**src/rtl/cpu_clk_retune.sv**
```systemverilog
module cpu_clk_retune #(
  parameter logic [31:0] RESET_WORD    = 32'h0000_0C00,
  parameter int          SETTLE_CYCLES = 4,
  parameter longint      BASE_HZ       = 64'd2000000000,
  parameter int          MAX_DIV       = 32
) (
  input  logic        clk,
  input  logic        rst_n,
  input  logic        req_valid,
  input  logic [31:0] req_freq,
  output logic [31:0] ctrl_word,
  output logic        busy,
  output logic        done,
  output logic        error
);
  localparam int CW = $clog2(SETTLE_CYCLES + 1);
  localparam int DW = $clog2(MAX_DIV + 2);

  typedef enum logic [3:0] {
    S_IDLE, S_SEARCH, S_ALIGN, S_PREMUX, S_WAIT_PM,
    S_LOAD_EN, S_DIV_WR, S_POST, S_FINAL, S_WAIT_FIN
  } state_t;

  state_t        state;
  logic [31:0]   target;
  logic [DW-1:0] dv;
  logic          use_p1;
  logic [CW-1:0] wait_cnt;

  logic          dv_even, dv_ok, step_more;
  logic [5:0]    sub_div, cnt_val;
  logic [1:0]    src_code;

  assign busy      = (state != S_IDLE);
  assign dv_even   = ~dv[0];
  assign dv_ok     = dv_even || ((dv % 3) == 0);
  assign step_more = (longint'(dv) * (longint'(target) + 1)) <= BASE_HZ;
  assign sub_div   = 6'(dv_even ? (dv >> 1) : (dv / 3));
  assign cnt_val   = sub_div - 6'd1;
  assign src_code  = dv_even ? 2'd1 : 2'd2;

  always_ff @(posedge clk) begin
    if (!rst_n) begin
      state     <= S_IDLE;
      ctrl_word <= RESET_WORD;
      target    <= '0;
      dv        <= '0;
      use_p1    <= 1'b0;
      wait_cnt  <= '0;
      done      <= 1'b0;
      error     <= 1'b0;
    end else begin
      done  <= 1'b0;
      error <= 1'b0;
      case (state)
        S_IDLE: if (req_valid) begin
          target <= req_freq;
          dv     <= DW'(2);
          use_p1 <= ~ctrl_word[10];
          state  <= S_SEARCH;
        end
        S_SEARCH:
          if (dv > DW'(MAX_DIV) || !step_more) state <= S_ALIGN;
          else dv <= dv + 1'b1;
        S_ALIGN:
          if (!dv_ok) dv <= dv + 1'b1;
          else if (dv > DW'(MAX_DIV)) begin
            error <= 1'b1;
            state <= S_IDLE;
          end else state <= S_PREMUX;
        S_PREMUX: begin
          if (use_p1) ctrl_word[17:16] <= src_code;
          else        ctrl_word[1:0]   <= src_code;
          wait_cnt <= CW'(SETTLE_CYCLES - 1);
          state    <= S_WAIT_PM;
        end
        S_WAIT_PM:
          if (wait_cnt == '0) state <= S_LOAD_EN;
          else wait_cnt <= wait_cnt - 1'b1;
        S_LOAD_EN: begin
          ctrl_word[26] <= 1'b1;
          state         <= S_DIV_WR;
        end
        S_DIV_WR: begin
          ctrl_word[26] <= 1'b0;
          if (use_p1) ctrl_word[25:20] <= cnt_val;
          else        ctrl_word[9:4]   <= cnt_val;
          state <= S_POST;
        end
        S_POST: begin
          if (use_p1) ctrl_word[18] <= (sub_div != 6'd1);
          else        ctrl_word[2]  <= (sub_div != 6'd1);
          state <= S_FINAL;
        end
        S_FINAL: begin
          ctrl_word[10] <= use_p1;
          ctrl_word[11] <= 1'b0;
          wait_cnt      <= CW'(SETTLE_CYCLES - 1);
          state         <= S_WAIT_FIN;
        end
        S_WAIT_FIN:
          if (wait_cnt == '0) begin
            done  <= 1'b1;
            state <= S_IDLE;
          end else wait_cnt <= wait_cnt - 1'b1;
        default: state <= S_IDLE;
      endcase
    end
  end
endmodule

```
**config.mk**
```make
export PLATFORM = sky130hd
export DESIGN_NAME = cpu_clk_retune
export DESIGN_NICKNAME = d
export VERILOG_FILES = /design/src/rtl/cpu_clk_retune.sv
export SDC_FILE = /design/constraint.sdc
export NUM_CORES = 1
export LEC_CHECK = 0
export BUFFER_PORTS_ARGS = -buffer_cell sky130_fd_sc_hd__buf_2
export CORE_UTILIZATION = 32
export DETAILED_ROUTE_END_ITERATION = 10
export SETUP_SLACK_MARGIN = 0.5
export SYNTH_ARGS = -nofsm -noshare
export SYNTH_HDL_FRONTEND = slang
export SYNTH_SLANG_ARGS = --single-unit
```
**constraint.sdc**
```tcl
create_clock -name clk -period 18.7 [get_ports clk]
set_input_delay 1.87 -clock clk [delete_from_list [all_inputs] [get_ports clk]]
set_output_delay 1.87 -clock clk [all_outputs]
set_load 0.1 [all_outputs]
```
# Yosys cells after proc, flatten, opt, wreduce, memory -nomap -nowiden

Index checks and enable logic that the tools add are counted.

Output and inout port bits: 35
Bits in registers: 69
Word-level logic and storage cells: 87
Bits of input ports: 35

Bitwise gates (word level): 3
Muxes and demuxes: 18
Div/mod/pow operators: 2
Eq/ne operators: 18
$add $sub $neg: 4
Reduce and logical (&&, ||, !) cells: 24
$lt $le $gt $ge: 2
$mul: 1

Operators with widths:

| cell                                                             | count |
|---|---|
| one-hot mux 4 bit (10 select lines)                              | 1 |
| less-or-equal comparator 39 x 31 -> 1 bit, second input constant | 1 |
| multiplier 6 x 33 -> 39 bit                                      | 1 |
| adder 32 x 1 -> 33 bit, second input constant                    | 1 |
| divider 6 x 2 -> 32 bit, second input constant                   | 1 |
| logical NOT 32 bit                                               | 1 |
| remainder unit 6 x 2 -> 32 bit, second input constant            | 1 |
| 2-to-1 mux 6 bit                                                 | 4 |
| 2-to-1 mux 4 bit                                                 | 5 |
| one-hot mux 6 bit (3 select lines)                               | 1 |
| AND reduction 2 bit                                              | 9 |
| equality test 4 x 3 -> 1 bit, second input constant              | 4 |
| != test 2 bit, second input constant                             | 8 |
| equality test 4 x 2 -> 1 bit, second input constant              | 2 |
| equality test 4 bit, second input constant                       | 2 |
| adder 6 x 1 -> 6 bit, second input constant                      | 1 |
| > comparator 6 bit, second input constant                        | 1 |
| != test 6 x 1 -> 1 bit, second input constant                    | 1 |
| one-hot mux 3 bit (2 select lines)                               | 1 |
| subtractor 6 x 1 -> 6 bit, second input constant                 | 1 |
| AND reduction 5 bit                                              | 1 |
| equality test 4 x 1 -> 1 bit, second input constant              | 1 |
| logical NOT 4 bit                                                | 1 |
| 2-to-1 mux 2 bit                                                 | 2 |
| other kinds (14)                                                 | 20 |

# Logic depth before layout (Yosys ltp)

Gate-level depths: netlist of run 1.

Word-level depth: 7
Gate-level depth with buffers: 30
Gate-level depth less buffers: 27

# Worst setup path before layout of run 1

No wires, ideal clock.

Path kind: flip-flop to flip-flop
Start: register target[0]
End: register dv[3]
Required time: 18.628 ns
Arrival time: 7.042 ns
Cell stages (with the launch flop): 31
Period minus slack after synthesis: 7.114 ns
Library setup time: 0.072 ns
Buffers on the path: 3
Path slack: 11.586 ns
Cell sequence: dfxtp_1 clkbuf_1 nand2_1 nor2_1 and3_1 and2_1 and4_1 clkbuf_1 nand3_1 inv_1 nand4_1 xnor2_1 nand2_1 fa_1 inv_1 fa_1 fa_1 ha_1 clkbuf_1 and4_1 and3_1 o211ai_1 a211o_1 and3_1 xnor2_1 a2111oi_0 o21ai_0 nor4_1 o2111ai_4 a2111oi_2 mux2i_1

Word-level cells in the longest chain between the ends: 7

Ends and longest elaborated chain:

| what                                      | RTL line | RTL |
|---|---|---|
| start, declared                           | 25       | `logic [31:0] target;` |
| start signal, assigned                    | 57       | `target <= req_freq;` |
| adder 32 x 1 -> 33 bit                    | 37       | `assign step_more = (longint'(dv) * (longint'(target) + 1)) <= BASE_HZ;` |
| multiplier 6 x 33 -> 39 bit               | 37       |  |
| less-or-equal comparator 39 x 31 -> 1 bit | 37       |  |
| logical NOT 1 bit                         | 63       | `if (dv > DW'(MAX_DIV) \|\| !step_more) state <= S_ALIGN;` |
| logical OR 1 bit                          | 63       |  |
| != test 2 bit (no source line)            | -        |  |
| AND reduction 4 bit (no source line)      | -        |  |
| end signal, assigned                      | 64       | `else dv <= dv + 1'b1;` |
| end signal, assigned                      | 66       | `if (!dv_ok) dv <= dv + 1'b1;` |
| end, declared                             | 26       | `logic [DW-1:0] dv;` |

Every way passes these cells.
A chain may end at the register's enable or synchronous reset.

# Worst setup path in the final report of run 1

Same ends and word-level chain as after synthesis.

==> out/qor.yml, run 1 <==
insertedDiodeCount: 0
power_frac_comb_pct: 28.9
port_buffers: 58
p_int_mw: 0.300
synth_area_um2: 10200
ys_warn_count: 0
synth_xor_area_share_pct: 4.88
synth-seq-area-share_pct: 13.5
synth_compound_area_share_pct: 15.8
slowest_stage: "xnor2_1"
hold_class: "flip-flop to flip-flop"
p_leak_nw: 5.12
wl_met1_mm: 12.5
dieHeight_um: 181
tritoncts.num_buffers: 9
synthSimpleGateAreaFrac_pct: 23.7
synth-adder-area-share_pct: 31.6
final_common_cell: "nand2_1"
synthCells: 1326
pin_count: 70
firstDrtPassIters: 8
wl_met2_mm: 11.8
antenna_found_initial: 0
outcome: "finished, violations left"
final_cell_mix: "nand2_1, inv_1, fa_1, nor2_1, a21oi_1"
cp_num_buf_inv: 1
synth_mux_area_share_pct: 1.38
htreeDepth: 3
layout-drive-gt1-share_pct: 7.29
maxCapViolCount: 0
overflow: 0
pre_cts_ws_ns: 10.79
cp_common_cell: "fa_1"
ant_nets: 0
nets: 1558
criticalPathCategory: "flip-flop to flip-flop"
postPlaceCellArea_um2: 10800
synth_seq_cells: 69
clockBufferDepth: 2
async_reset_ff_share_pct: 0
ys_types: 77
timing_hold_violations_final: 0
fin_tns_setup_ns: 0
worst_slack_ns: 10.65
finClkSkew_ns: 0.00698
synth-edff-count: 0
postCtsSetupRepairBufs: 0
cts_tree: "done"
track_usage_pct: 16.1
fin_crit_ns: 8.05
fin_area_um2: 11100
finalSetupViolations: 0
drt-total-wl_mm: 25.8
fin_crit_sh_pct: 43.0
syn_avg_cell_area_um2: 7.72
slew_violations: 0
p_per_area_nw_per_um2: 42.6
cts_resized: 0
hold_buffers: 0
dr_wl_met3_mm: 1.10
synth_ff_type: "dfxtp_1"
globalplace.congestion: 0.854
wl_per_cell_um: 14.7
cts_sinks: 69
synth_top_family_by_area: "adder cells"
power_frac_seq_pct: 34.8
final_core_util_pct: 35.3
critPathRequiredTime_ns: 18.96
grt_pass1_wl_mm: 43.8
dieArea_um2: 32700
path_max_fanout: 10
fmax_mhz: 124
power.switching_mw: 0.173
failed_checks: "design-rule violations"
rows: 65
viasPerCell: 5.11
tightest_slew_ns: 1.11
start_util_pct: 32.5
drt_iter0_markers: 524
route.detailed.drc: 2
grt_pass1_vias: 8704
grt_max_degree: 60
relSlewSlack_pct: 25.1
dp_hpwl_mm: 20.2
path_clk_slew_ns: 0.06
peakVddDrop_uv: 60.9
cp-start-kind: "flip-flop"
vias: 8922
clk-insertion-delay-late_ns: 0.34
holdWs_ns: 0.463
core-area_um2: 31500
endpoint_kind: "flip-flop"
rsz0062_at_grt: "false"
die_w_um: 181
crit_arrival_ns: 8.31
path_delay_family: "simple AND/OR/NAND/NOR gates"
slowest_delay_ns: 0.55
cts_root_buf: "clkbuf_16"
switching_share_pct: 36.6
area_delta_synth_final_pct: 8.51
top_layer: "met4"
clkPwrFrac_pct: 36.3
## cells in the mapped netlist (5+ instances only)
cell type / instances / area, um2
dfxtp_1: 69 / 1380
a211o_1: 5 / 43.8
or3_1: 9 / 56.3
xor2_1: 20 / 175
and2_1: 38 / 238
xnor2_1: 37 / 324
a21oi_1: 87 / 435
nand2_1: 246 / 923
and3_1: 13 / 81.3
a211oi_1: 18 / 135
o21ai_0: 30 / 150
nor2b_1: 18 / 113
mux2i_1: 13 / 130
nor2_1: 90 / 338
nand4_1: 10 / 62.6
a21o_1: 17 / 128
o21bai_1: 8 / 60.1
ha_1: 58 / 726
o21a_1: 9 / 67.6
inv_1: 161 / 604
nand3_1: 41 / 205
o211ai_1: 11 / 82.6
nor3_1: 26 / 130
nor4_1: 6 / 37.5
fa_1: 125 / 2500
buf_4: 12 / 90.1
clkbuf_1: 54 / 203
nand2b_1: 10 / 62.6
## through the flow
| stage | total power [mW] | cells |
|---|---|---|
| final | 0.473 | 1747 |
| after floorplan | 0.271 | 1336 |
| after global routing | 0.499 | 1747 |
| after global placement | 0.303 | 1731 |
| after detailed placement | 0.304 | 1731 |
| after CTS | 0.476 | 1747 |
## kinds of logic (layout without fill, tap and decap cells)
kind of cell    count (synthesis)  after routing
compound gates                237            237
xor+xnor                       57             57
fa+ha+maj                     183            183
buf+inv                       236            245
flops                          69             69
mux                            14             14
other cells                     1             11
simple gates                  529            529
## worst reg2reg max path, delay by kind of cell, from the launching register on
family	cells	cell delay, ns
AOI/OAI and AO/OA	6	1.66
xor gates and xnor gates	2	0.70
adders and majority gates	5	2.25
buffers and inverters	1	0.05
DFF	1	0.53
muxes	1	0.25
and+or+nand+nor	10	2.53
## final timing paths
check,startpoint,end,slack (ns),cells after the start
worst min-delay path,target[26]$_SDFFE_PN0P_,target[26]$_SDFFE_PN0P_,0.46,2
worst max register to register,target[0]$_SDFFE_PN0P_,dv[3]$_SDFFE_PN0P_,10.65,25
worst min register to register,target[26]$_SDFFE_PN0P_,target[26]$_SDFFE_PN0P_,0.46,2
worst max-delay path,target[0]$_SDFFE_PN0P_,dv[3]$_SDFFE_PN0P_,10.65,25
## layer usage
layer	up-vias	GRT usage [%]
met3	21	1.51
met5	-	0
met4	0	3.15
met1	4330	22.7
li1	4353	-
met2	218	26.9
## layout make-up
class | instances | area, um2
clock buffers | 9 | 225
flip-flops and latches | 69 | 1380
clock inverters | 7 | 75.1
inverters | 162 | 608
fillers | 3271 | 20400
well taps | 402 | 503
repair buffers | 67 | 358
multi-input cells | 1031 | 7950
## sequential cells by signal, indices dropped and copies added (netlist names)
| register | count |
|---|---|
| wait_cnt | 3 |
| ctrl_word | 21 |
| use_p1 | 1 |
| state | 4 |
| target | 32 |
| dv | 6 |
| error | 1 |
| done | 1 |
## power by group through the flow
stage	logic [mW]	registers, mW	clock network, mW
2_1_floorplan	0.105	0.165	0
6_report	0.137	0.164	0.172
5_1_grt	0.153	0.165	0.181
3_3_place_gp	0.136	0.167	0
3_5_place_dp	0.137	0.167	0
4_1_cts	0.137	0.164	0.174
Note: power is estimated with default switching activity, not from simulation.
==> run 2: changes to the inputs <==
- clock period: 18.7 -> 6.8 ns (I/O delays scaled with it)
==> run 2 against run 1 <==
  * Die area did not move
  * Highest routed layer unchanged
  * Final cell count rose by 4.2%
  * Critical endpoint unchanged
  * Utilization rose by 4.3 points
  * The flow still finishes with violations (design-rule violations)
==> out/qor.yml, run 2 (synthesized netlist as in run 1, its figures left out) <==
finalPower_mw: 1.39  # +190%
finalSetupViolations: 0  # unchanged
antenna_found_initial: 0  # unchanged
wl_met1_mm: 13.5  # +8.0%
pre_cts_ws_ns: -0.0544  # -10.84 ns
tritoncts.num_buffers: 9  # unchanged
cts_root_buf: "clkbuf_16"
firstDrtPassIters: 8  # unchanged
dieArea_um2: 32700  # unchanged
drt-total-wl_mm: 28.2  # +9.4%
overflow: 0  # unchanged
r2r_cells: 29  # +16%
die_w_um: 181  # unchanged
grt_pass1_wl_mm: 46.9  # +7.2%
insertedDiodeCount: 0  # unchanged
endpoint_kind: "flip-flop"
wl_per_cell_um: 15.5  # +4.9%
clk-insertion-delay-late_ns: 0.33  # about the same
fmax_mhz: 156  # +25%
dp_cells: 1775  # +2.5%
peakVddDrop_uv: 151  # +150%
drt_iter0_markers: 614  # +17%
start_util_pct: 32.5  # unchanged
slowest_stage: "fa_1"
criticalPathCategory: "flip-flop to flip-flop"
core-area_um2: 31500  # unchanged
track_usage_pct: 17.3  # +1.2 points
failed_checks: "design-rule violations"
hold_class: "flip-flop to flip-flop"
critPathRequiredTime_ns: 7.06  # -11.90 ns
cts_sinks: 69  # unchanged
grt_max_degree: 60  # unchanged
cp-start-kind: "flip-flop"
cts_tree: "done"
p_per_area_nw_per_um2: 111  # +160%
relSlewSlack_pct: 21.0  # -4.1 points
p_leak_nw: 5.59  # +9.2%
globalplace.congestion: 0.855  # +0.16%
wl_met2_mm: 13.1  # +11%
fin_crit_sh_pct: 94.4  # +51 points
fin_area_um2: 12500  # +12%
instances_no_fill: 1821  # +4.2%
largest_reg_flops: 32  # unchanged
fin_crit_ns: 6.42  # -1.63 ns
dp_hpwl_mm: 21.9  # +8.1%
worst_slack_ns: 0.378  # -10.27 ns
maxCapViolCount: 0  # unchanged
top_layer: "met4"
area_delta_synth_final_pct: 21.7
final_common_cell: "nand2_1"
postPlaceCellArea_um2: 11200  # +3.9%
final_cell_mix: "nand2_1, inv_1, fa_1, nor2_1, a21oi_1"
dieHeight_um: 181  # unchanged
rsz0062_at_grt: "true"
nets: 1633  # +4.8%
final_core_util_pct: 39.6  # +4.3 points
layout-drive-gt1-share_pct: 19.4  # +12 points
path_max_fanout: 4  # -6
finClkSkew_ns: 0.00571  # -0.00127 ns
top_register: "target"
htreeDepth: 3  # unchanged
fin_tns_setup_ns: 0  # unchanged
reg.largest.list: "target: 32 flops, ctrl_word: 21 flops, dv: 6 flops"
hold_depth: 2  # unchanged
pin_count: 70  # unchanged
tightest_slew_ns: 1.18  # +0.0607 ns
route.detailed.drc: 9  # +7
ant_nets: 0  # unchanged
dr_wl_met3_um: 925  # -16%
outcome: "finished, violations left"
vias: 9258  # +3.8%
slew_violations: 0  # unchanged
grt_pass1_vias: 9425  # +8.3%
hold_buffers: 0  # unchanged
clockBufferDepth: 2  # unchanged
slowest_delay_ns: 0.50  # -0.05 ns
rows: 65  # unchanged
timing_hold_violations_final: 0  # unchanged
port_buffers: 58  # unchanged
path_clk_slew_ns: 0.06  # about the same
holdWs_ns: 0.462  # -0.000933 ns
viasPerCell: 5.08  # -0.45%
crit_arrival_ns: 6.68  # -1.63 ns
-- run 2: repair_timing --
action / in CTS / in global routing
buffers inserted: 13 / 18
pin swaps: 22 / 53
setup endpoints to repair: 8 / 8
gates resized for setup: 51 / 76
-- run 2: layout make-up --
cell class | instances | area [um2]
well taps | 402 | 503
repair buffers | 142 | 952
flip-flops and latches | 69 | 1400
inverters | 162 | 611
clock buffers | 10 | 239
clock inverters | 5 | 58.8
fillers | 3148 | 19000
multi-input cells | 1031 | 8690
-- run 2: where the power goes --
group / total (mW) / internal [mW] / switching [mW]
clock: 0.475 / 0.293 / 0.182
combinational: 0.455 / 0.167 / 0.288
sequential: 0.459 / 0.426 / 0.0329
total: 1.39 / 0.885 / 0.503
-- run 2: path summary, 6_finish.rpt --
check                        startpoint                          to  slack [ns]
max              target[4]$_SDFFE_PN0P_          dv[3]$_SDFFE_PN0P_        0.38
min          ctrl_word[16]$_SDFFE_PN0P_  ctrl_word[16]$_SDFFE_PN0P_        0.46
max reg2reg      target[4]$_SDFFE_PN0P_          dv[3]$_SDFFE_PN0P_        0.38
min reg2reg  ctrl_word[16]$_SDFFE_PN0P_  ctrl_word[16]$_SDFFE_PN0P_        0.46
-- run 2: critical path: cells and delay by family, from the launching register on --
kind                     cells  cell delay, ns
AND/OR/NAND/NOR             12            1.92
buffers and inverters        4            0.44
AO/OA/AOI/OAI                6            1.32
adder cells (fa/ha/maj)      4            1.74
flip-flops                   1            0.35
multiplexers                 1            0.24
XOR/XNOR                     2            0.34
-- run 2: metal layers --
| metal | GRT usage, % | vias to the layer above |
|---|---|---|
| met5 | 0 | - |
| met4 | 4.75 | 0 |
| met3 | 1.85 | 46 |
| met2 | 29.5 | 205 |
| met1 | 23.2 | 4501 |
| li1 | - | 4506 |
